--- config.mk ---
export PLATFORM = sky130hd
export DESIGN_NAME = mt_sched
export DESIGN_NICKNAME = d
export VERILOG_FILES = /design/src/rtl/mt_sched_pkg.sv /design/src/rtl/mt_fifo.sv /design/src/rtl/mt_pick_free.sv /design/src/rtl/mt_join_unit.sv /design/src/rtl/mt_sched.sv
export SDC_FILE = /design/constraint.sdc
export NUM_CORES = 1
export LEC_CHECK = 0
export ABC_AREA = 0
export ABC_CLOCK_PERIOD_IN_PS = 6650
export BUFFER_PORTS_ARGS = -buffer_cell sky130_fd_sc_hd__clkbuf_2
export CAP_MARGIN = 10
export CORE_MARGIN = 2
export CORE_UTILIZATION = 40
export CTS_BUF_LIST = sky130_fd_sc_hd__clkbuf_8
export CTS_CLUSTER_SIZE = 14
export DETAILED_ROUTE_END_ITERATION = 10
export GPL_ROUTABILITY_DRIVEN = 0
export HOLD_SLACK_MARGIN = 0.03
export SYNTH_ARGS = -nofsm -noshare
export SYNTH_HDL_FRONTEND = slang
export SYNTH_SLANG_ARGS = --single-unit
--- constraint.sdc ---
create_clock -name clk -period 6.65 [get_ports clk]
set_input_delay 0.9975 -clock clk [delete_from_list [all_inputs] [get_ports clk]]
set_output_delay 0.9975 -clock clk [all_outputs]
set_load 0.01 [all_outputs]
--- src/rtl/mt_sched_pkg.sv ---
package mt_sched_pkg;

   typedef enum logic [1:0] {
      RED_ADD = 2'd0,
      RED_MIN = 2'd1,
      RED_MAX = 2'd2,
      RED_SPR = 2'd3
   } red_op_e;

endpackage

--- src/rtl/mt_fifo.sv ---
module mt_fifo #(
   parameter int W     = 48,
   parameter int DEPTH = 8
) (
   input  logic         clk,
   input  logic         rst_n,
   input  logic         push,
   input  logic [W-1:0] din,
   input  logic         pop,
   output logic [W-1:0] dout,
   output logic         empty,
   output logic         full
);
   localparam int PW = (DEPTH > 1) ? $clog2(DEPTH) : 1;
   localparam int CW = PW + 1;

   generate
      if (DEPTH < 2 || (DEPTH & (DEPTH - 1)) != 0) begin : g_bad_depth
         $error("mt_fifo: DEPTH must be a power of two of at least 2");
      end
   endgenerate

   logic [W-1:0]  mem [DEPTH];
   logic [PW-1:0] wr_ptr, rd_ptr;
   logic [CW-1:0] count;

   assign empty = (count == '0);
   assign full  = (count == CW'(DEPTH));
   assign dout  = mem[rd_ptr];

   always_ff @(posedge clk) begin
      if (push) mem[wr_ptr] <= din;
   end

   always_ff @(posedge clk) begin
      if (!rst_n) begin
         wr_ptr <= '0;
         rd_ptr <= '0;
         count  <= '0;
      end else begin
         if (push) wr_ptr <= wr_ptr + 1'b1;
         if (pop)  rd_ptr <= rd_ptr + 1'b1;
         case ({push, pop})
            2'b10:   count <= count + 1'b1;
            2'b01:   count <= count - 1'b1;
            default: count <= count;
         endcase
      end
   end

   a_r5_no_overflow: assert property (@(posedge clk) disable iff (!rst_n)
      push |-> !full);
   a_r6_no_underflow: assert property (@(posedge clk) disable iff (!rst_n)
      pop |-> !empty);

endmodule

--- src/rtl/mt_pick_free.sv ---
module mt_pick_free #(
   parameter int NCTX = 4
) (
   input  logic [NCTX-1:0]         busy,
   output logic                    any_free,
   output logic [$clog2(NCTX)-1:0] idx
);
   localparam int IDW = $clog2(NCTX);

   always_comb begin
      idx = '0;
      for (int i = NCTX - 1; i >= 0; i--) begin
         if (!busy[i]) idx = IDW'(i);
      end
   end

   assign any_free = ~&busy;

endmodule

--- src/rtl/mt_join_unit.sv ---
module mt_join_unit
   import mt_sched_pkg::*;
#(
   parameter int NCTX   = 4,
   parameter int DATA_W = 16
) (
   input  logic                    clk,
   input  logic                    rst_n,
   input  logic                    join_valid,
   input  logic [$clog2(NCTX)-1:0] join_ctx,
   input  logic                    join_is_parent,
   input  logic [$clog2(NCTX)-1:0] join_peer,
   input  logic [1:0]              join_op,
   input  logic [DATA_W-1:0]       join_val,
   output logic                    cmpl,
   output logic [$clog2(NCTX)-1:0] cmpl_slot,
   output logic                    join_done,
   output logic [$clog2(NCTX)-1:0] join_dst,
   output logic [$clog2(NCTX)-1:0] join_child,
   output logic [DATA_W-1:0]       join_result
);
   localparam int IDW = $clog2(NCTX);

   logic [NCTX-1:0]   have_c, have_p;
   logic [DATA_W-1:0] c_val [NCTX];
   logic [DATA_W-1:0] p_val [NCTX];
   logic [1:0]        p_op  [NCTX];
   logic [IDW-1:0]    p_id  [NCTX];

   logic [IDW-1:0]    slot;
   logic [DATA_W-1:0] a_par, b_chd, red;
   logic [1:0]        op_use;
   logic [IDW-1:0]    dst_use;

   assign slot      = join_is_parent ? join_peer : join_ctx;
   assign cmpl      = join_valid & (join_is_parent ? have_c[slot] : have_p[slot]);
   assign cmpl_slot = slot;
   assign a_par     = join_is_parent ? join_val : p_val[slot];
   assign b_chd     = join_is_parent ? c_val[slot] : join_val;
   assign op_use    = join_is_parent ? join_op : p_op[slot];
   assign dst_use   = join_is_parent ? join_ctx : p_id[slot];

   always_comb begin
      case (red_op_e'(op_use))
         RED_MIN: red = ($signed(a_par) < $signed(b_chd)) ? a_par : b_chd;
         RED_MAX: red = ($signed(a_par) > $signed(b_chd)) ? a_par : b_chd;
         default: red = a_par + b_chd;
      endcase
   end

   generate
      for (genvar g = 0; g < NCTX; g++) begin : g_slot
         logic hit;
         assign hit = join_valid && (slot == IDW'(g));
         always_ff @(posedge clk) begin
            if (!rst_n) begin
               have_c[g] <= 1'b0;
               have_p[g] <= 1'b0;
            end else if (hit) begin
               if (cmpl) begin
                  have_c[g] <= 1'b0;
                  have_p[g] <= 1'b0;
               end else if (join_is_parent) begin
                  have_p[g] <= 1'b1;
               end else begin
                  have_c[g] <= 1'b1;
               end
            end
         end
         always_ff @(posedge clk) begin
            if (hit && !cmpl) begin
               if (join_is_parent) begin
                  p_val[g] <= join_val;
                  p_op[g]  <= join_op;
                  p_id[g]  <= join_ctx;
               end else begin
                  c_val[g] <= join_val;
               end
            end
         end
      end
   endgenerate

   always_ff @(posedge clk) begin
      if (!rst_n) begin
         join_done   <= 1'b0;
         join_dst    <= '0;
         join_child  <= '0;
         join_result <= '0;
      end else begin
         join_done <= cmpl;
         if (cmpl) begin
            join_dst    <= dst_use;
            join_child  <= slot;
            join_result <= red;
         end
      end
   end

   a_r7_done_after_post: assert property (@(posedge clk) disable iff (!rst_n)
      join_done |-> $past(join_valid));
   a_r7_single_post_waits: assert property (@(posedge clk) disable iff (!rst_n)
      (join_valid && !join_is_parent && !have_p[join_ctx]) |=> !join_done);

endmodule

--- src/rtl/mt_sched.sv ---
module mt_sched #(
   parameter int NCTX   = 4,
   parameter int DATA_W = 16,
   parameter int PC_W   = 16,
   parameter int SNAP_W = 32,
   parameter int QDEPTH = 8
) (
   input  logic                    clk,
   input  logic                    rst_n,
   input  logic                    fork_valid,
   input  logic [$clog2(NCTX)-1:0] fork_parent,
   input  logic [PC_W-1:0]         fork_pc,
   input  logic [SNAP_W-1:0]       fork_snap,
   output logic                    fork_ready,
   output logic                    fork_ack,
   output logic [DATA_W-1:0]       fork_ack_ret,
   output logic                    start_valid,
   output logic [$clog2(NCTX)-1:0] start_ctx,
   output logic [PC_W-1:0]         start_pc,
   output logic [SNAP_W-1:0]       start_snap,
   output logic [DATA_W-1:0]       start_ret,
   input  logic                    exit_valid,
   input  logic [$clog2(NCTX)-1:0] exit_ctx,
   input  logic                    join_valid,
   input  logic [$clog2(NCTX)-1:0] join_ctx,
   input  logic                    join_is_parent,
   input  logic [$clog2(NCTX)-1:0] join_peer,
   input  logic [1:0]              join_op,
   input  logic [DATA_W-1:0]       join_val,
   output logic                    join_done,
   output logic [$clog2(NCTX)-1:0] join_dst,
   output logic [$clog2(NCTX)-1:0] join_child,
   output logic [DATA_W-1:0]       join_result,
   output logic [NCTX-1:0]         ctx_busy,
   output logic                    pend_empty,
   output logic                    pend_full
);
   localparam int IDW   = $clog2(NCTX);
   localparam int ENT_W = PC_W + SNAP_W;
   localparam int PADW  = DATA_W - IDW - 1;

   generate
      if (NCTX < 2 || (NCTX & (NCTX - 1)) != 0) begin : g_bad_nctx
         $error("mt_sched: NCTX must be a power of two of at least 2");
      end
      if (DATA_W < IDW + 2) begin : g_bad_dw
         $error("mt_sched: DATA_W too small to hold return values");
      end
   endgenerate

   logic             any_free;
   logic [IDW-1:0]   free_idx;
   logic             fork_go, direct, push, pop;
   logic [ENT_W-1:0] q_dout;
   logic             cmpl;
   logic [IDW-1:0]   cmpl_slot;
   logic [NCTX-1:0]  set_mask, clr_mask;

   mt_pick_free #(.NCTX(NCTX)) i_pick (
      .busy     (ctx_busy),
      .any_free (any_free),
      .idx      (free_idx)
   );

   mt_fifo #(.W(ENT_W), .DEPTH(QDEPTH)) i_pend (
      .clk   (clk),
      .rst_n (rst_n),
      .push  (push),
      .din   ({fork_pc, fork_snap}),
      .pop   (pop),
      .dout  (q_dout),
      .empty (pend_empty),
      .full  (pend_full)
   );

   mt_join_unit #(.NCTX(NCTX), .DATA_W(DATA_W)) i_join (
      .clk            (clk),
      .rst_n          (rst_n),
      .join_valid     (join_valid),
      .join_ctx       (join_ctx),
      .join_is_parent (join_is_parent),
      .join_peer      (join_peer),
      .join_op        (join_op),
      .join_val       (join_val),
      .cmpl           (cmpl),
      .cmpl_slot      (cmpl_slot),
      .join_done      (join_done),
      .join_dst       (join_dst),
      .join_child     (join_child),
      .join_result    (join_result)
   );

   assign fork_ready = !pend_full;
   assign fork_go    = fork_valid && fork_ready;
   assign direct     = fork_go && pend_empty && any_free;
   assign push       = fork_go && !direct;
   assign pop        = !pend_empty && any_free;

   generate
      for (genvar g = 0; g < NCTX; g++) begin : g_mask
         assign set_mask[g] = (direct || pop) && (free_idx == IDW'(g));
         assign clr_mask[g] = (exit_valid && exit_ctx == IDW'(g)) ||
                              (cmpl && cmpl_slot == IDW'(g));
      end
   endgenerate

   always_ff @(posedge clk) begin
      if (!rst_n) begin
         ctx_busy <= NCTX'(1);
      end else begin
         ctx_busy <= (ctx_busy & ~clr_mask) | set_mask;
      end
   end

   always_ff @(posedge clk) begin
      if (!rst_n) begin
         start_valid  <= 1'b0;
         start_ctx    <= '0;
         start_pc     <= '0;
         start_snap   <= '0;
         fork_ack     <= 1'b0;
         fork_ack_ret <= '0;
      end else begin
         start_valid <= direct || pop;
         fork_ack    <= fork_go;
         if (direct || pop) begin
            start_ctx <= free_idx;
            {start_pc, start_snap} <= pop ? q_dout : {fork_pc, fork_snap};
         end
         if (fork_go) fork_ack_ret <= {{PADW{1'b0}}, fork_parent, 1'b0};
      end
   end

   assign start_ret = {{PADW{1'b0}}, start_ctx, 1'b1};

   a_r2_start_is_busy: assert property (@(posedge clk) disable iff (!rst_n)
      start_valid |-> ctx_busy[start_ctx]);
   a_r2_one_start: assert property (@(posedge clk) disable iff (!rst_n)
      $onehot0(set_mask));
   a_r4_no_start_when_full_pool: assert property (@(posedge clk) disable iff (!rst_n)
      (&ctx_busy) |=> !start_valid);
   a_r6_pending_served: assert property (@(posedge clk) disable iff (!rst_n)
      (!pend_empty && any_free) |=> start_valid);
   a_r7_child_released: assert property (@(posedge clk) disable iff (!rst_n)
      join_done |-> !ctx_busy[join_child]);

endmodule

---- Yosys cells after proc, flatten, opt, wreduce, memory -nomap -nowiden ----
Memory sizes are Yosys's and may differ from the RTL's. A register that Yosys moved wholly into a read port is not among the register bits.
Index checks and enable logic that the tools add are counted.
storage, ports and cells
  register bits after elaboration ......... 97
  memory bits (writable) .................. 528
  input bits .............................. 80
  word-level logic and storage cells ...... 197
  memories kept ........................... 5
memory list
  name          words  width  rd ports  clocked after Yosys merged registers in  write ports  line                source
  i_pend.mem    8      48     1         1                                        1            mt_fifo.sv:23       logic [W-1:0] mem [DEPTH];
  i_join.c_val  4      16     1         0                                        1            mt_join_unit.sv:25  logic [DATA_W-1:0] c_val [NCTX];
  i_join.p_val  4      16     1         0                                        1            mt_join_unit.sv:26  logic [DATA_W-1:0] p_val [NCTX];
  i_join.p_id   4      2      1         0                                        1            mt_join_unit.sv:28  logic [IDW-1:0] p_id [NCTX];
  i_join.p_op   4      2      1         0                                        1            mt_join_unit.sv:27  logic [1:0] p_op [NCTX];
cells by class
  add/sub/neg operators ................... 5
  $lt $le $gt $ge ......................... 3
  equality and inequality tests ........... 15
  multiplexer cells ....................... 81
  bitwise operators ....................... 4
  reduce and logical (&&, ||, !) cells .... 62
operator list
  operator             count
  $mux 16              10
  $reduce_or 16->1     6
  $mux 2               25
  $mux 48              1
  $mux 1               39
  $pmux 16 s2          1
  $logic_and 1x1->1    25
  $add 16x16->16       1
  $eq 2x2->1 const B   8
  $gt 16x16->1         1
  $lt 16x16->1         1
  $reduce_and 2->1     8
  $reduce_or 2->1      6
  $eq 2x1->1 const B   5
  $pmux 4 s2           1
  $add 3x1->3 const B  2
  $logic_not 2->1      3
  $mux 3               2
  $logic_not 1->1      5
  $logic_or 1x1->1     5
  $add 4x1->4 const B  1
  $and 4x4->4          1
  $bmux 1 s2           2
  $eq 4x4->1 const B   1
  9 further kinds      10

---- Depth between registers and ports, before layout ----
  depth after elaboration ................. 13
  depth in mapped cells ................... 20
  gate-level depth less buffers ........... 17

---- Modules after synthesis ----
Synthesis repeated with hierarchy kept, for this count alone.
second synthesis, totals
  cell total of the unflattened synthesis .. 1743
  area total of the unflattened synthesis .. 27208.6 sq um
by module, submodules not included
  module        instances  cells each  area an instance (sq um)
  mt_fifo       1          626         15257.1
  mt_join_unit  1          756         8677.1
  mt_sched      1          356         3245.6
  mt_pick_free  1          5           28.8

---- Worst setup path after synthesis ----
OpenSTA, ideal clock, no wires.
  kind .................................... input -> register
  from .................................... input port fork_valid
  to ...................................... memory i_pend.mem[0][0], enable pin
  arrival ................................. 6.153 ns
  required time ........................... 6.076 ns
  setup slack ............................. -0.077 ns
  cell stages on the path ................. 3
  path through ............................ clkbuf_1 o211ai_1 nor4_1
between the ends
  longest elaborated chain between the ends .. 7
ends and longest elaborated chain
  item                              line            source
  start: declaration                mt_sched.sv:10  input logic fork_valid,
  $logic_and 1x1->1 (*)             mt_sched.sv:94  assign fork_go = fork_valid && fork_ready;
  $logic_and 1x1->1 (2 in a row)    mt_sched.sv:95  assign direct = fork_go && pend_empty && any_free;
  $logic_not 1->1                   mt_sched.sv:96  assign push = fork_go && !direct;
  $logic_and 1x1->1 (*)             mt_sched.sv:96
  $mux 1 (*)                        mt_fifo.sv:32   if (push) mem[wr_ptr] <= din;
  $mux 1 (implied by the code) (*)  mt_fifo.sv:32
  end: declaration                  mt_fifo.sv:23
Mark *: on every way between the ends. The rest lies on a longest branch, timed or not.

---- Final worst setup path ----
  from .................................... input port join_ctx[0]
  to ...................................... register i_join.join_result[14]
between the ends
  longest elaborated chain between the ends .. 6
  elaborated cells on any way between the ends .. 21
ends and longest elaborated chain
  item                                                 line                                    source
  start: declaration                                   mt_sched.sv:25                          input logic [$clog2(NCTX)-1:0] join_ctx,
  $mux 2 (*)                                           mt_join_unit.sv:35                      assign slot = join_is_parent ? join_peer : join_ctx;
  $mem_v2 4x16 (on tied branches)                      --
  $mux 16 (on tied branches)                           mt_join_unit.sv:38, mt_join_unit.sv:39
  $gt 16x16->1 / $lt 16x16->1 (equally long branches)  mt_join_unit.sv:46, mt_join_unit.sv:45
  $mux 16 (on tied branches)                           mt_join_unit.sv:46, mt_join_unit.sv:45
  $pmux 16 s2                                          mt_join_unit.sv:44                      case (red_op_e'(op_use))
  end signal: assignment                               mt_join_unit.sv:95                      join_result <= red;
  end: declaration                                     mt_join_unit.sv:20                      output logic [DATA_W-1:0] join_result
Mark *: on every way between the ends. The rest lies on a longest branch, timed or not. The select of a mux whose other input is x is not followed.
A chain may end at the register's enable or synchronous reset.

==> summary.md <==
| Metric | Value |
|---|---|
| Status | `finished clean` |
| Die height | `between 200 and 300 um` |
| DP HPWL | `36300 um` |
| Wire per inst | `between 20 and 25 um` |
| GRT overflow | `0` |
| Inserted Clock Buffers | `104` |
| Most used flip-flop cell after synthesis | `edfxtp_1` |
| Sequential share of the synthesized area | `67.1%` |
| Startpoint types | `primary input` |
| Synth top cells by count | `528 x edfxtp_1, 233 x nand2_1, 115 x nand3_1, 108 x mux4_2, 100 x dfxtp_1` |
| Crit Path Max Fanout | `35` |
| Final period utilization | `77.2%` |
| Required @ worst endpoint | `7250 ps` |
| GRT Util Overall | `18.7%` |
| Antenna Violating Nets Remaining | `0` |
| Arr. time, crit path | `about 5700 ps` |
| CTS Hold Bufs | `0` |
| Tightest Hold Check Type | `reg2reg` |
| Drc violations | `0` |
| Crit path kind | `in2reg` |
| Worst-path cell with the longest stage delay | `mux2_2` |
| Yosys warns | `0` |
| Leak | `11.1 nW` |
| Initial antenna violation count | `8` |
| Design Area, Final | `30400 um2` |
| Maximum clock rate | `195 MHz` |
| Sum of negative setup slack | `0 ps` |
| Slew headroom | `between 20% and 30%` |
| Share of post-route cells with drive strength above 1 | `23.8%` |
| Vias per cell | `5.41` |
| Fin. Hold Viols | `0` |
| Port bufs | `163` |
| Top cells by area, synth | `edfxtp_1 60%, mux4_2 9.1%, dfxtp_1 7.5%` |
| First-pass GRT wire length | `96400 um` |
| RSZ-0062 raised after global routing | `false` |
| Worst path max stage delay | `750 ps` |
| Die width | `262 um` |
| Worst-skew pair later-pin latency | `~700 ps` |
| Routed wire length | `64000 um` |
| Final Setup Violations | `0` |
| Clock Pin Slew Worst Setup and Hold Paths | `60 ps` |
| Core ar. | `65900 um2` |
| Cell Chain, Critical Path | `clkbuf_2, mux2_2, buf_4, nand2_1, and3_1, a311oi_1, a21oi_1, inv_1, ha_1, nor2_1, a221oi_1, o22ai_2, nor4_4, mux2i_2, buf_4, mux2i_1, a221oi_1, a311oi_1` |
| CP endpoint kind | `flip-flop` |
| Net count, final | `between 2000 and 2500` |
| Period minus WS final | `approximately 5000 ps` |
| Die area | `between 60000 and 70000 um2` |
| Sink Count | `628` |
| Worst IR drop on VDD | `approximately 0.00032 V` |
| Row count | `94` |
| Register bit total from synthesis | `628` |
| Area Overhead vs Synth | `14.3%` |
| Hold_ws | `475 ps` |
| Most common cell in the netlist | `edfxtp_1` |
| Syn_area_per_cell | `15.0 um2` |
| Root Driver | `clkbuf_8` |
| Mapped Area | `26600 um2` |
| Mapped Cells | `1771` |
| Clock tree from TritonCTS | `done` |
| Drt first-iter violations | `between 1000 and 1500` |
| Power per cell area | `355 nW/um2` |
| Slew Viols, Final | `0` |
| Num ports | `192` |
| Setup Fix Bufs, Post-CTS | `0` |
| Vias in the first global route | `between 15000 and 20000` |
| Initial Util | `40.4%` |
| H-tree levels | `3` |
| Async set-reset flop share out of synthesis | `0%` |
| Routed via count | `15800` |
| Number of max-cap violations | `0` |
| Leading area contributor after synthesis | `edfxtp_1` |
| Distinct cells, synth | `69` |
| Worst Tran Pin Value | `around 1200 ps` |
| EDFF count, synth | `528` |
| # fillers | `roughly 5800` |
| Dpl cell area | `28300 um2` |
| Drt first pass iters | `5` |
| Clk buf depth | `3` |
| Fin Clk Skew | `around 32 ps` |
| Post-synth top area share | `a little under 60%` |
| Pin count of the biggest net entering global routing | `83` |
| Cts repair resizes | `0` |
==> where the power goes <==
part           total [mW]  switching, mW  internal [mW]
sequential           4.93          0.288           4.64
clock                3.33           1.58           1.75
combinational        2.54           1.42           1.12
total                10.8           3.29           7.51
==> state kept, by name (all words and copies together), names as in the netlist, 4 cells and up, named ones only <==
name,flops
i_pend.mem,384
i_join.p_id,8
start_snap,32
i_join.join_result,16
i_join.have_c,4
i_pend.count,4
i_join.have_p,4
i_join.c_val,64
i_join.p_op,8
ctx_busy,4
start_pc,16
i_join.p_val,64
==> kinds of logic after synthesis <==
kind of cell,after synthesis,synth area share [%]
AOI/OAI and AO/OA,174,4.76
xor gates and xnor gates,20,0.686
adders and majority gates,40,1.94
buffers and inverters,184,3.24
DFF,628,67.1
muxes,210,13.0
other,2,0.0282
and+or+nand+nor,513,9.23
==> per-layer routing <==
metal / share of wire (%) / wire [um] / track usage, % / vias to the layer above
met3: 6.2 / 3960 / 3.66 / 113
met2: 48 / 30900 / 30.5 / 497
met4: 2.2 / 1400 / 7.03 / 4
met1: 43 / 27600 / 25.0 / 8090
met5: 0.047 / 30 / 0 / -
li1: - / - / - / 7129
==> final cells by class <==
| type | instances | area (um2) | share of cell area [%] |
|---|---|---|---|
| inverters | 51 | 191 | 0.629 |
| repair buffers | 198 | 1110 | 3.66 |
| flip-flops and latches | 628 | 17900 | 58.8 |
| well taps | 864 | 1080 | 3.55 |
| diodes | 5 | 12.5 | 0.0411 |
| clock inverters | 75 | 410 | 1.35 |
| multi-input cells | 985 | 8070 | 26.5 |
| clock buffers | 121 | 1670 | 5.48 |
==> metrics by stage <==
step	cells	power, mW	setup WS (ps)	util [%]
after floorplan	1797	6.71	1070	-
after global placement	2725	7.54	670	43.0
after detailed placement	2726	7.59	881	43.0
after CTS	2922	10.9	1630	46.2
after global routing	2927	11.4	1190	46.2
final	2927	10.8	1520	46.2
==> worst max-delay path: cells and delay by family <==
kind / cells / cell delay [ps]
AO/OA/AOI/OAI: 6 / 1400
multiplexers: 3 / 1250
AND/OR/NAND/NOR: 4 / 650
adder cells (fa/ha/maj): 1 / 220
buffers and inverters: 4 / 1160
==> layout by cell type (no fill, tap or decap), types with 28 or more instances in the layout <==
cell	instances
dfxtp_1	97
mux4_2	108
clkbuf_2	162
mux2i_1	93
buf_4	33
nand2_1	231
nand3_1	115
ha_1	38
and3_1	76
conb_1	28
edfxtp_1	528
clkbuf_8	121
inv_1	87
==> path summary, 6_finish.rpt <==
check / depth (start not counted) / from / slack (ps) / endpoint
setup / recovery: 18 / join_ctx[0] / 1520 / i_join.join_result[14]
hold / removal: 2 / fork_ack_ret[1] / 470 / fork_ack_ret[1]
setup reg to reg: 13 / i_join.p_val[3][15] / 2690 / i_join.join_result[0]
hold reg to reg: 2 / fork_ack_ret[1] / 470 / fork_ack_ret[1]
Power figures use the tool's default switching activity.
